--- src/rtl/trig_seq_pkg.sv ---
package trig_seq_pkg;

    localparam int DATA_W   = 8;
    localparam int FIRE_BIT = 7;

    localparam logic [7:0] OFS_TRIG = 8'h42;
    localparam logic [7:0] OFS_REQ  = 8'h50;
    localparam logic [7:0] OFS_STAT = 8'h51;

    typedef enum logic [2:0] {
        RES_OK      = 3'd0,
        RES_INVAL   = 3'd1,
        RES_NACK    = 3'd2,
        RES_TIMEOUT = 3'd3,
        RES_BUSERR  = 3'd4
    } result_e;

    typedef enum logic [1:0] {
        OP_READ  = 2'd0,
        OP_WRITE = 2'd1,
        OP_RMW   = 2'd2
    } op_e;

    typedef enum logic [3:0] {
        S_IDLE, S_PRE_RD, S_PRE_CLR, S_PICK, S_CLR_ST, S_SET_RQ, S_FIRE,
        S_POLL, S_WAIT, S_NACK_CLR, S_ACK_RQ, S_ACK_ST, S_CLEANUP,
        S_SINGLE, S_FINISH
    } seq_state_e;

endpackage

--- src/rtl/trig_seq_bus.sv ---
module trig_seq_bus
    import trig_seq_pkg::*;
#(
    parameter int ADDR_W = 16
) (
    input  logic              clk,
    input  logic              rst_n,
    input  logic              cmd_valid,
    input  op_e               cmd_op,
    input  logic [ADDR_W-1:0] cmd_addr,
    input  logic [DATA_W-1:0] cmd_mask,
    input  logic [DATA_W-1:0] cmd_val,
    output logic              acc_done,
    output logic              acc_err,
    output logic [DATA_W-1:0] acc_rdata,
    output logic              bus_req,
    output logic              bus_we,
    output logic [ADDR_W-1:0] bus_addr,
    output logic [DATA_W-1:0] bus_wdata,
    input  logic [DATA_W-1:0] bus_rdata,
    input  logic              bus_ready,
    input  logic              bus_err
);

    typedef enum logic [1:0] { PH_IDLE, PH_RD, PH_WR } phase_e;

    typedef struct packed {
        phase_e            ph;
        op_e               op;
        logic [ADDR_W-1:0] addr;
        logic [DATA_W-1:0] mask;
        logic [DATA_W-1:0] data;
    } acc_regs_t;

    acc_regs_t q, d;

    always_comb begin
        d        = q;
        acc_done = 1'b0;
        acc_err  = 1'b0;
        case (q.ph)
            PH_IDLE: begin
                if (cmd_valid) begin
                    d.op   = cmd_op;
                    d.addr = cmd_addr;
                    d.mask = cmd_mask;
                    d.data = cmd_val;
                    d.ph   = (cmd_op == OP_WRITE) ? PH_WR : PH_RD;
                end
            end
            PH_RD: begin
                if (bus_ready) begin
                    if (bus_err || q.op == OP_READ) begin
                        acc_done = 1'b1;
                        acc_err  = bus_err;
                        d.ph     = PH_IDLE;
                    end else begin
                        d.data = (bus_rdata & ~q.mask) | (q.data & q.mask);
                        d.ph   = PH_WR;
                    end
                end
            end
            PH_WR: begin
                if (bus_ready) begin
                    acc_done = 1'b1;
                    acc_err  = bus_err;
                    d.ph     = PH_IDLE;
                end
            end
            default: d.ph = PH_IDLE;
        endcase
    end

    always_ff @(posedge clk or negedge rst_n) begin
        if (!rst_n) begin
            q <= '{ph: PH_IDLE, op: OP_READ, addr: '0, mask: '0, data: '0};
        end else begin
            q <= d;
        end
    end

    assign acc_rdata = bus_rdata;
    assign bus_req   = (q.ph != PH_IDLE);
    assign bus_we    = (q.ph == PH_WR);
    assign bus_addr  = q.addr;
    assign bus_wdata = q.data;

endmodule

--- src/rtl/trig_seq_lowest.sv ---
module trig_seq_lowest #(
    parameter int W = 8,
    localparam int IW = (W > 1) ? $clog2(W) : 1
) (
    input  logic [W-1:0]  vec,
    output logic [IW-1:0] idx,
    output logic          any
);

    logic [W:0]   below;
    logic [W-1:0] first;

    assign below[0] = 1'b0;

    for (genvar i = 0; i < W; i++) begin : g_scan
        assign first[i]   = vec[i] & ~below[i];
        assign below[i+1] = below[i] | vec[i];
    end

    always_comb begin
        idx = '0;
        for (int i = 0; i < W; i++) begin
            if (first[i]) idx = idx | IW'(i);
        end
    end

    assign any = below[W];

endmodule

--- src/rtl/trig_seq_pacer.sv ---
module trig_seq_pacer #(
    parameter int POLL_GAP  = 50000,
    parameter int MAX_POLLS = 2000,
    localparam int GW = $clog2(POLL_GAP + 1),
    localparam int AW = $clog2(MAX_POLLS + 1)
) (
    input  logic clk,
    input  logic rst_n,
    input  logic restart,
    input  logic fail_poll,
    output logic gap_over,
    output logic last_try
);

    typedef struct packed {
        logic [GW-1:0] gap;
        logic [AW-1:0] tries;
    } pace_regs_t;

    pace_regs_t q, d;

    always_comb begin
        d = q;
        if (restart) begin
            d.tries = '0;
        end
        if (fail_poll) begin
            d.tries = q.tries + 1'b1;
            d.gap   = GW'(POLL_GAP);
        end else if (q.gap != '0) begin
            d.gap = q.gap - 1'b1;
        end
    end

    always_ff @(posedge clk or negedge rst_n) begin
        if (!rst_n) begin
            q <= '{gap: '0, tries: '0};
        end else begin
            q <= d;
        end
    end

    assign gap_over = (q.gap == '0);
    assign last_try = (q.tries == AW'(MAX_POLLS - 1));

endmodule

--- src/rtl/trig_handshake_seq.sv ---
module trig_handshake_seq
    import trig_seq_pkg::*;
#(
    parameter int              ADDR_W    = 16,
    parameter logic [ADDR_W-1:0] BASE    = 16'h0A00,
    parameter int              POLL_GAP  = 50000,
    parameter int              MAX_POLLS = 2000
) (
    input  logic              clk,
    input  logic              rst_n,
    input  logic              start_req,
    input  logic [7:0]        req_bitmap,
    input  logic              single_req,
    output logic              busy,
    output logic              done_valid,
    output logic [2:0]        done_status,
    output logic              bus_req,
    output logic              bus_we,
    output logic [ADDR_W-1:0] bus_addr,
    output logic [7:0]        bus_wdata,
    input  logic [7:0]        bus_rdata,
    input  logic              bus_ready,
    input  logic              bus_err
);

    localparam int BW = $clog2(DATA_W);
    localparam logic [DATA_W-1:0] FIRE_MASK = DATA_W'(1) << FIRE_BIT;
    localparam logic [DATA_W-1:0] ALL_ONES  = '1;

    localparam logic [ADDR_W-1:0] A_TRIG = BASE + ADDR_W'(OFS_TRIG);
    localparam logic [ADDR_W-1:0] A_REQ  = BASE + ADDR_W'(OFS_REQ);
    localparam logic [ADDR_W-1:0] A_STAT = BASE + ADDR_W'(OFS_STAT);

    typedef struct packed {
        seq_state_e        st;
        result_e           res;
        logic [DATA_W-1:0] map;
        logic [DATA_W-1:0] rem;
        logic [BW-1:0]     bit_no;
    } seq_regs_t;

    seq_regs_t q, d;

    logic              cmd_valid;
    op_e               cmd_op;
    logic [ADDR_W-1:0] cmd_addr;
    logic [DATA_W-1:0] cmd_mask;
    logic [DATA_W-1:0] cmd_val;
    logic              acc_done;
    logic              acc_err;
    logic [DATA_W-1:0] acc_rdata;
    logic [BW-1:0]     next_bit;
    logic              any_left;
    logic              restart;
    logic              fail_poll;
    logic              gap_over;
    logic              last_try;
    logic [DATA_W-1:0] cur_mask;

    trig_seq_bus #(.ADDR_W(ADDR_W)) u_bus (
        .clk       (clk),
        .rst_n     (rst_n),
        .cmd_valid (cmd_valid),
        .cmd_op    (cmd_op),
        .cmd_addr  (cmd_addr),
        .cmd_mask  (cmd_mask),
        .cmd_val   (cmd_val),
        .acc_done  (acc_done),
        .acc_err   (acc_err),
        .acc_rdata (acc_rdata),
        .bus_req   (bus_req),
        .bus_we    (bus_we),
        .bus_addr  (bus_addr),
        .bus_wdata (bus_wdata),
        .bus_rdata (bus_rdata),
        .bus_ready (bus_ready),
        .bus_err   (bus_err)
    );

    trig_seq_lowest #(.W(DATA_W)) u_pick (
        .vec (q.rem),
        .idx (next_bit),
        .any (any_left)
    );

    trig_seq_pacer #(.POLL_GAP(POLL_GAP), .MAX_POLLS(MAX_POLLS)) u_pace (
        .clk       (clk),
        .rst_n     (rst_n),
        .restart   (restart),
        .fail_poll (fail_poll),
        .gap_over  (gap_over),
        .last_try  (last_try)
    );

    assign cur_mask = DATA_W'(1) << q.bit_no;

    // Command presented to the access unit in each bus-facing state.
    always_comb begin
        cmd_valid = 1'b1;
        cmd_op    = OP_RMW;
        cmd_addr  = A_STAT;
        cmd_mask  = cur_mask;
        cmd_val   = '0;
        case (q.st)
            S_PRE_RD, S_POLL: cmd_op = OP_READ;
            S_PRE_CLR, S_NACK_CLR: begin
                cmd_op   = OP_WRITE;
                cmd_mask = ALL_ONES;
            end
            S_CLR_ST, S_ACK_ST: ;
            S_SET_RQ: begin
                cmd_addr = A_REQ;
                cmd_val  = cur_mask;
            end
            S_ACK_RQ: cmd_addr = A_REQ;
            S_FIRE, S_SINGLE: begin
                cmd_addr = A_TRIG;
                cmd_mask = FIRE_MASK;
                cmd_val  = FIRE_MASK;
            end
            S_CLEANUP: begin
                cmd_addr = A_REQ;
                cmd_mask = q.map;
            end
            default: cmd_valid = 1'b0;
        endcase
    end

    // Sequencing of the handshake.
    always_comb begin
        d         = q;
        restart   = 1'b0;
        fail_poll = 1'b0;
        case (q.st)
            S_IDLE: begin
                if (start_req) begin
                    d.map = req_bitmap;
                    d.rem = req_bitmap;
                    if (req_bitmap == '0) begin
                        d.res = RES_INVAL;
                        d.st  = S_FINISH;
                    end else begin
                        d.res = RES_OK;
                        d.st  = S_PRE_RD;
                    end
                end else if (single_req) begin
                    d.res = RES_OK;
                    d.st  = S_SINGLE;
                end
            end
            S_PRE_RD: begin
                if (acc_done) begin
                    if (acc_err) begin
                        d.res = RES_BUSERR;
                        d.st  = S_FINISH;
                    end else if (acc_rdata == ALL_ONES) begin
                        d.st = S_PRE_CLR;
                    end else begin
                        d.st = S_PICK;
                    end
                end
            end
            S_PRE_CLR: begin
                if (acc_done) begin
                    if (acc_err) begin
                        d.res = RES_BUSERR;
                        d.st  = S_FINISH;
                    end else begin
                        d.st = S_PICK;
                    end
                end
            end
            S_PICK: begin
                if (any_left) begin
                    d.bit_no = next_bit;
                    d.st     = S_CLR_ST;
                end else begin
                    d.st = S_CLEANUP;
                end
            end
            S_CLR_ST, S_SET_RQ, S_FIRE, S_ACK_RQ: begin
                if (acc_done) begin
                    if (acc_err) begin
                        d.res = RES_BUSERR;
                        d.st  = S_CLEANUP;
                    end else begin
                        case (q.st)
                            S_CLR_ST: d.st = S_SET_RQ;
                            S_SET_RQ: d.st = S_FIRE;
                            S_FIRE:   d.st = S_POLL;
                            default:  d.st = S_ACK_ST;
                        endcase
                    end
                    restart = (q.st == S_FIRE);
                end
            end
            S_POLL: begin
                if (acc_done) begin
                    if (acc_err) begin
                        d.res = RES_BUSERR;
                        d.st  = S_CLEANUP;
                    end else if (acc_rdata == ALL_ONES) begin
                        d.st = S_NACK_CLR;
                    end else if ((acc_rdata & cur_mask) != '0) begin
                        d.st = S_ACK_RQ;
                    end else if (last_try) begin
                        d.res = RES_TIMEOUT;
                        d.st  = S_CLEANUP;
                    end else begin
                        fail_poll = 1'b1;
                        d.st      = S_WAIT;
                    end
                end
            end
            S_WAIT: begin
                if (gap_over) d.st = S_POLL;
            end
            S_NACK_CLR: begin
                if (acc_done) begin
                    d.res = acc_err ? RES_BUSERR : RES_NACK;
                    d.st  = S_CLEANUP;
                end
            end
            S_ACK_ST: begin
                if (acc_done) begin
                    if (acc_err) begin
                        d.res = RES_BUSERR;
                        d.st  = S_CLEANUP;
                    end else begin
                        d.rem = q.rem & ~cur_mask;
                        d.st  = S_PICK;
                    end
                end
            end
            S_CLEANUP: begin
                if (acc_done) begin
                    if (acc_err && q.res == RES_OK) d.res = RES_BUSERR;
                    d.st = S_FINISH;
                end
            end
            S_SINGLE: begin
                if (acc_done) begin
                    d.res = acc_err ? RES_BUSERR : RES_OK;
                    d.st  = S_FINISH;
                end
            end
            S_FINISH: d.st = S_IDLE;
            default:  d.st = S_IDLE;
        endcase
    end

    always_ff @(posedge clk or negedge rst_n) begin
        if (!rst_n) begin
            q <= '{st: S_IDLE, res: RES_OK, map: '0, rem: '0, bit_no: '0};
        end else begin
            q <= d;
        end
    end

    assign busy        = (q.st != S_IDLE);
    assign done_valid  = (q.st == S_FINISH);
    assign done_status = q.res;

endmodule

--- config.mk ---
export PLATFORM = sky130hd
export DESIGN_NAME = trig_handshake_seq
export DESIGN_NICKNAME = d
export VERILOG_FILES = /design/src/rtl/trig_seq_pkg.sv /design/src/rtl/trig_seq_bus.sv /design/src/rtl/trig_seq_lowest.sv /design/src/rtl/trig_seq_pacer.sv /design/src/rtl/trig_handshake_seq.sv
export SDC_FILE = /design/constraint.sdc
export NUM_CORES = 1
export LEC_CHECK = 0
export BUFFER_PORTS_ARGS = -buffer_cell sky130_fd_sc_hd__buf_2
export CAP_MARGIN = 20
export CORE_AREA = 2 2 107 109
export DETAILED_ROUTE_END_ITERATION = 6
export DIE_AREA = 0 0 109 111
export PLACE_DENSITY_LB_ADDON = 0.3
export SYNTH_ARGS = -nofsm -noshare
export SYNTH_HDL_FRONTEND = slang
export SYNTH_HIERARCHICAL = 1
export SYNTH_SLANG_ARGS = --single-unit
--- constraint.sdc ---
create_clock -name clk -period 2.7 [get_ports clk]
set_input_delay 0.135 -clock clk [delete_from_list [all_inputs] [get_ports clk]]
set_output_delay 0.135 -clock clk [all_outputs]
set_load 0.01 [all_outputs]
==> results of run 1 <==
timing repair:
item                                    in CTS  in global routing
hold buffers                                 1                  0
resized for setup                            0                  1
hold endpoints to repair                    89                  0
setup buffers                                0                  0
endpoints found under the setup margin       0                  2
cells by family after synthesis:
logic type | count (synthesis) | synth area share
AND/OR/NAND/NOR | 219 | 0.194
AO/OA/AOI/OAI | 170 | 0.209
buffers and inverters | 94 | 0.0958
flip-flops | 89 | 0.376
multiplexers | 44 | 0.0985
XOR/XNOR | 10 | 0.0148
adder cells (fa/ha/maj) | 5 | 0.0106
other | 2 | 0.00127
metrics by stage:
step / setup WS [ns] / area [sq um] / total power, mW / std cells
floorplan: 0.234 / 5970 / 1.82 / 644
global route: 0.0383 / 6460 / 3.38 / 808
detailed placement: 0.175 / 6110 / 1.88 / 791
finish: 0.151 / 6460 / 3.24 / 808
CTS: 0.151 / 6450 / 3.27 / 808
global placement: 0.248 / 6110 / 1.86 / 791
state kept, by name (all words and copies together), names as in the netlist, named ones only:
register	count
q	23
done_status	3
u_bus/bus_addr	16
u_pace/q	27
u_bus/q	12
power by group:
group | switching (mW) | internal, mW | total, mW
registers | 0.0553 | 1.41 | 1.46
logic | 0.227 | 0.164 | 0.391
clock network | 0.520 | 0.861 | 1.38
total | 0.803 | 2.43 | 3.24
critical path, cell delays in order (launching register included):
cell      delay, ns
dfrtp_1        0.53
buf_12         0.23
o311ai_4       0.40
inv_1          0.31
nand2b_1       0.43
o21ai_2        0.18
mux2_2         0.36
layout make-up:
type	instances	share of cell area
Tap cell	143	0.0277
Clock inverter	4	0.0116
Multi-Input combinational cell	461	0.492
Inverter	27	0.0157
Timing Repair Buffer	72	0.0682
Sequential cell	89	0.345
Clock buffer	12	0.0397
cells in the mapped netlist (8+ instances only):
library cell and n:
dfrtp_1 89, nand2_1 79, a21oi_1 44, buf_4 40, nor2_1 39, o21ai_0 31
inv_1 25, mux2_4 23, a31oi_1 14, mux2_2 13, nand3_1 13, nor3_1 13
o22ai_1 12, clkbuf_1 11, nor2b_1 11, and3_1 9, nand4_1 8, o211a_1 8
o32ai_2 8
metal layers:
| metal | vias to the layer above | routed length [um] |
|---|---|---|
| li1 | 2300 | - |
| met5 | - | 0 |
| met2 | 154 | 6970 |
| met3 | 43 | 553 |
| met4 | 0 | 500 |
| met1 | 2373 | 6020 |
worst min-delay path by stage:
stage / start / endpoint / slack, ns / depth (start not counted)
3_3_place_gp: rst_n / u_bus/bus_addr[14] / 0.22 / 2
6_report: req_bitmap[6] / q[17] / 0.01 / 3
5_1_grt: req_bitmap[6] / q[17] / 0.02 / 3
3_5_place_dp: rst_n / u_bus/bus_addr[7] / 0.22 / 2
4_1_cts: req_bitmap[6] / q[17] / 0.006 / 3
2_1_floorplan: rst_n / done_status[0] / -0.16 / 0
==> results.ini, run 1 <==
[drt]
wirelength_mm = 14.0
vias = 4870
via_per_inst = 6.03
wl_per_cell_um = 17.4
drt_first_pass_iters = 5
drc = 0
drt_iter0_drc = 414
ant_nets = 0

[critical_path]
endpoint = u_bus/q[35]
r2r_start = q[24]
worst-setup-path-type = flip-flop to flip-flop
reg2regPathDepth = 6
end_kind = flip-flop
reg2reg_to = u_bus/q[35]
r2r_slack_ns = 0.15
cp.required_ns = 2.93
critPathMaxFanout = 14
cp.arrival_ns = 2.78
crit_start = q[24]
cp-start-kind = flip-flop

[global_route]
grt_use_total = 0.247
grt_max_degree = 90
grt_pass1_wl_mm = 23.6
gr-usage-met3 = 0.0400
grt_overflow = 0
grt-busiest-layer = met2
grtUsageMet2 = 0.401
grtUsageMet1 = 0.311
grt_pass1_vias = 4915
antenna_found_initial = 0

[synth]
async_flop_share = 1.00
netlist-cell-type-count = 88
seq_area_frac_synth = 0.376
ys_warn_count = 6
synth.area.top_cells = dfrtp_1, mux2_4, buf_4
synth.avg_cell_area_sq_um = 9.37
synth-edff-count = 0
syn_area_sq_um = 5930
synth_top_area_share = 0.376
syn_inst = 633
synth_ff_type = dfrtp_1
ys_seq_elements = 89
yosysTopAreaCell = dfrtp_1

[clock_tree]
clkLatencyLatePin_ns = 0.35
htreeDepth = 3
cts_made_buffers = 9
cts_buffer_depth = 2
cts_root_buffer = clkbuf_16
path_clk_slew_ns = 0.06
cts_tree = done
clock_sinks = 89

[floorplan]
dieArea_sq_um = 12100
die_w_um = 109
coreArea_sq_um = 11100
std_cell_rows = 39
start_util = 0.535
die_h_um = 111
io-pin-count = 53

[flow_run]
max_cap_viol_count = 0

[timing]
setup_viol = 0
slew_headroom = 0.590
period_share = 0.944
fin_setup_tns_ns = 0
hold_viol_final = 0
worst_pin_slew_ns = 0.610
period_needed_ns = 2.55
max_freq_mhz = 392
rsz0062_at_grt = false
fin_skew_ns = 0.00517
whs_ns = 0.0129
slew_violations = 0

[place]
dp_hpwl_mm = 10.2
io_buffers = 52
gp_congestion = 0.931

[final_layout]
antenna_cells = 0
final_common_cell = dfrtp_1
final_core_util = 0.583
multi_input_area_sq_um = 3180
regArea_sq_um = 2230
fillerInstances = 953
fin_nets = 687
drive_gt1_frac = 0.241
layout_common_cells = dfrtp_1, nand2_1, buf_2
area_growth_pct = 8.88

[pwr]
ir_drop_mv = 0.357
powerDensity_nw_per_um2 = 501
p_leak_nw = 2.97

[outcome]
outcome = completed

[min_path]
hp-class = primary input to flip-flop

Power figures use the tool's default switching activity.
==> run 2, diff against run 1 <==
--- a/config.mk
+++ b/config.mk
@@ -16,2 +16,3 @@
 export SYNTH_HIERARCHICAL = 1
 export SYNTH_SLANG_ARGS = --single-unit
+export TNS_END_PERCENT = 5
==> constraint.sdc (replaced) <==
create_clock -name clk -period 2.7 [get_ports clk]
set_input_delay 0.405 -clock clk [delete_from_list [all_inputs] [get_ports clk]]
set_output_delay 0.405 -clock clk [all_outputs]
set_load 0.01 [all_outputs]
==> results.ini, run 2 (synthesis results as in run 1) <==
[outcome]
outcome = completed

[timing]
period_needed_ns = 2.55  ; -0.00215 ns
worst_pin_slew_ns = 0.701  ; +0.0911 ns
slew_headroom = 0.529  ; -0.0612
fin_skew_ns = 0.00798  ; +0.00281 ns
slew_violations = 0  ; unchanged
fin_setup_tns_ns = 0  ; unchanged
hold_viol_final = 0  ; unchanged
max_freq_mhz = 393  ; about the same
setup_viol = 0  ; unchanged
rsz0062_at_grt = false
period_share = 0.943  ; about the same
fin_ws_ns = 0.153  ; +0.00215 ns

[final_layout]
final_common_cell = dfrtp_1
fin_nets = 685  ; -0.29%
antenna_cells = 0  ; unchanged
finalInstanceArea_sq_um = 6370  ; -1.3%
layout_common_cells = dfrtp_1, nand2_1, buf_2
final_core_util = 0.575  ; -0.00779
top_register = u_pace/q
finalNonFillerCells = 806  ; -0.25%
area_growth_pct = 7.43
largest_reg_flops = 27  ; unchanged
drive_gt1_frac = 0.235  ; -0.00531

[critical_path]
worst-setup-path-type = flip-flop to flip-flop
cp-start-kind = flip-flop
end_kind = flip-flop
r2r_slack_ns = 0.15  ; about the same
critPathMaxFanout = 26  ; +12
cpPeakStageDelay_ns = 0.61  ; +0.08 ns
path_cells = inv_1 > ha_1 > and3_1 > nor3_1 > and4b_1 > clkinv_1 > buf_4 > a31o_2
reg2reg_to = u_pace/q[3]
cp.required_ns = 2.94  ; about the same
r2r_start = u_bus/q[34]
reg2regPathDepth = 8  ; +2
cp.arrival_ns = 2.79  ; about the same
slowest_stage = nor3_1

[drt]
wirelength_mm = 13.8  ; -2.0%
drt_iter0_drc = 438  ; +5.8%
via_per_inst = 6.02  ; -0.18%
vias = 4849  ; -0.43%
wl_per_cell_um = 17.1  ; -1.8%
wl_met2_mm = 6.73  ; -3.5%
drt_first_pass_iters = 5  ; unchanged
ant_nets = 0  ; unchanged
drc = 0  ; unchanged
dr_wl_met3_um = 583  ; +5.4%
drt-met1-wl_mm = 6.02  ; about the same
routed.top_layer = met4

[clock_tree]
ctsHoldBuffers = 0  ; -1
cts_setup_buffers = 0  ; unchanged
ctsResizeCount = 0  ; unchanged
cts_tree = done
cts_root_buffer = clkbuf_16
path_clk_slew_ns = 0.06  ; about the same
cts_made_buffers = 9  ; unchanged
clkLatencyLatePin_ns = 0.35  ; about the same
htreeDepth = 3  ; unchanged
clock_sinks = 89  ; unchanged
cts_buffer_depth = 2  ; unchanged

[floorplan]
std_cell_rows = 39  ; unchanged
die_h_um = 111  ; unchanged
coreArea_sq_um = 11100  ; unchanged
io-pin-count = 53  ; unchanged
die_w_um = 109  ; unchanged
start_util = 0.535  ; unchanged
dieArea_sq_um = 12100  ; unchanged

[min_path]
hp-class = primary input to asynchronous set/reset pin

[place]
place_ws_ns = 0.208  ; +0.0334 ns
io_buffers = 52  ; unchanged
dp_hpwl_mm = 10.2  ; -0.51%
gp_congestion = 0.869  ; -6.6%
placed_area_sq_um = 6090  ; -0.33%
placed_cells = 790  ; -0.13%

[global_route]
grt_overflow = 0  ; unchanged
grt_pass1_vias = 4738  ; -3.6%
grt_pass1_wl_mm = 23.1  ; -2.1%
antenna_found_initial = 0  ; unchanged
grt_use_total = 0.242  ; -0.00481
grt_max_degree = 52  ; -42%

[flow_run]
max_cap_viol_count = 0  ; unchanged

[pwr]
ir_drop_mv = 0.307  ; -14%
p_leak_nw = 2.94  ; -1.1%
powerDensity_nw_per_um2 = 477  ; -4.9%

-- run 2: cell count changes in the layout (fill, tap and decap cells not counted), sizes merged --
cell / previous run / this run
clkinvlp: 2 / 1
clkinv: 1 / 2
clkbuf: 12 / 14
bufinv: 2 / 0
dlygate4sd3: 1 / 0
buf: 71 / 70
-- run 2: worst max-delay path by stage --
stage,from,to,slack [ns],depth (start not counted)
final,u_bus/q[34],u_pace/q[3],0.15,8
after detailed placement,u_bus/q[34],u_pace/q[2],0.21,8
after floorplan,u_bus/q[34],u_pace/q[2],0.23,10
after CTS,u_bus/q[34],u_pace/q[3],0.18,8
after global placement,u_bus/q[34],u_pace/q[3],0.26,8
after global routing,u_bus/q[34],u_pace/q[13],0.01,9
-- run 2: stage by stage --
| step | hold WS [ns] | power, mW |
|---|---|---|
| global placement | 0.418 | 1.86 |
| floorplan | 0.109 | 1.82 |
| detailed placement | 0.425 | 1.88 |
| global route | 0.0803 | 3.17 |
| finish | 0.0323 | 3.04 |
| CTS | 0.0505 | 3.07 |
-- run 2: per-layer routing --
layer | GRT usage | vias up
met5 | 0 | -
met4 | 0.118 | 0
met3 | 0.0341 | 34
met2 | 0.387 | 137
met1 | 0.319 | 2381
li1 | - | 2297
-- run 2: cell type report --
cell class / instances / area (sq um)
fillers: 986 / 4710
multi-input cells: 461 / 3180
flip-flops and latches: 89 / 2230
repair buffers: 70 / 410
clock buffers: 14 / 264
well taps: 143 / 179
inverters: 27 / 101
clock inverters: 2 / 12.5
-- run 2: worst max-delay path: cells and delay by family, from the launching register on --
kind	cells	cell delay, ns
AO/OA/AOI/OAI	1	0.22
adder cells (fa/ha/maj)	1	0.25
buffers and inverters	3	0.40
flip-flops	1	0.38
AND/OR/NAND/NOR	3	1.19
-- run 2: power breakdown --
group / internal, mW / total, mW / switching, mW / leakage, nW
clock network: 0.673 / 1.18 / 0.503 / 0.133
registers: 1.41 / 1.47 / 0.0569 / 1.14
logic: 0.163 / 0.395 / 0.232 / 1.67
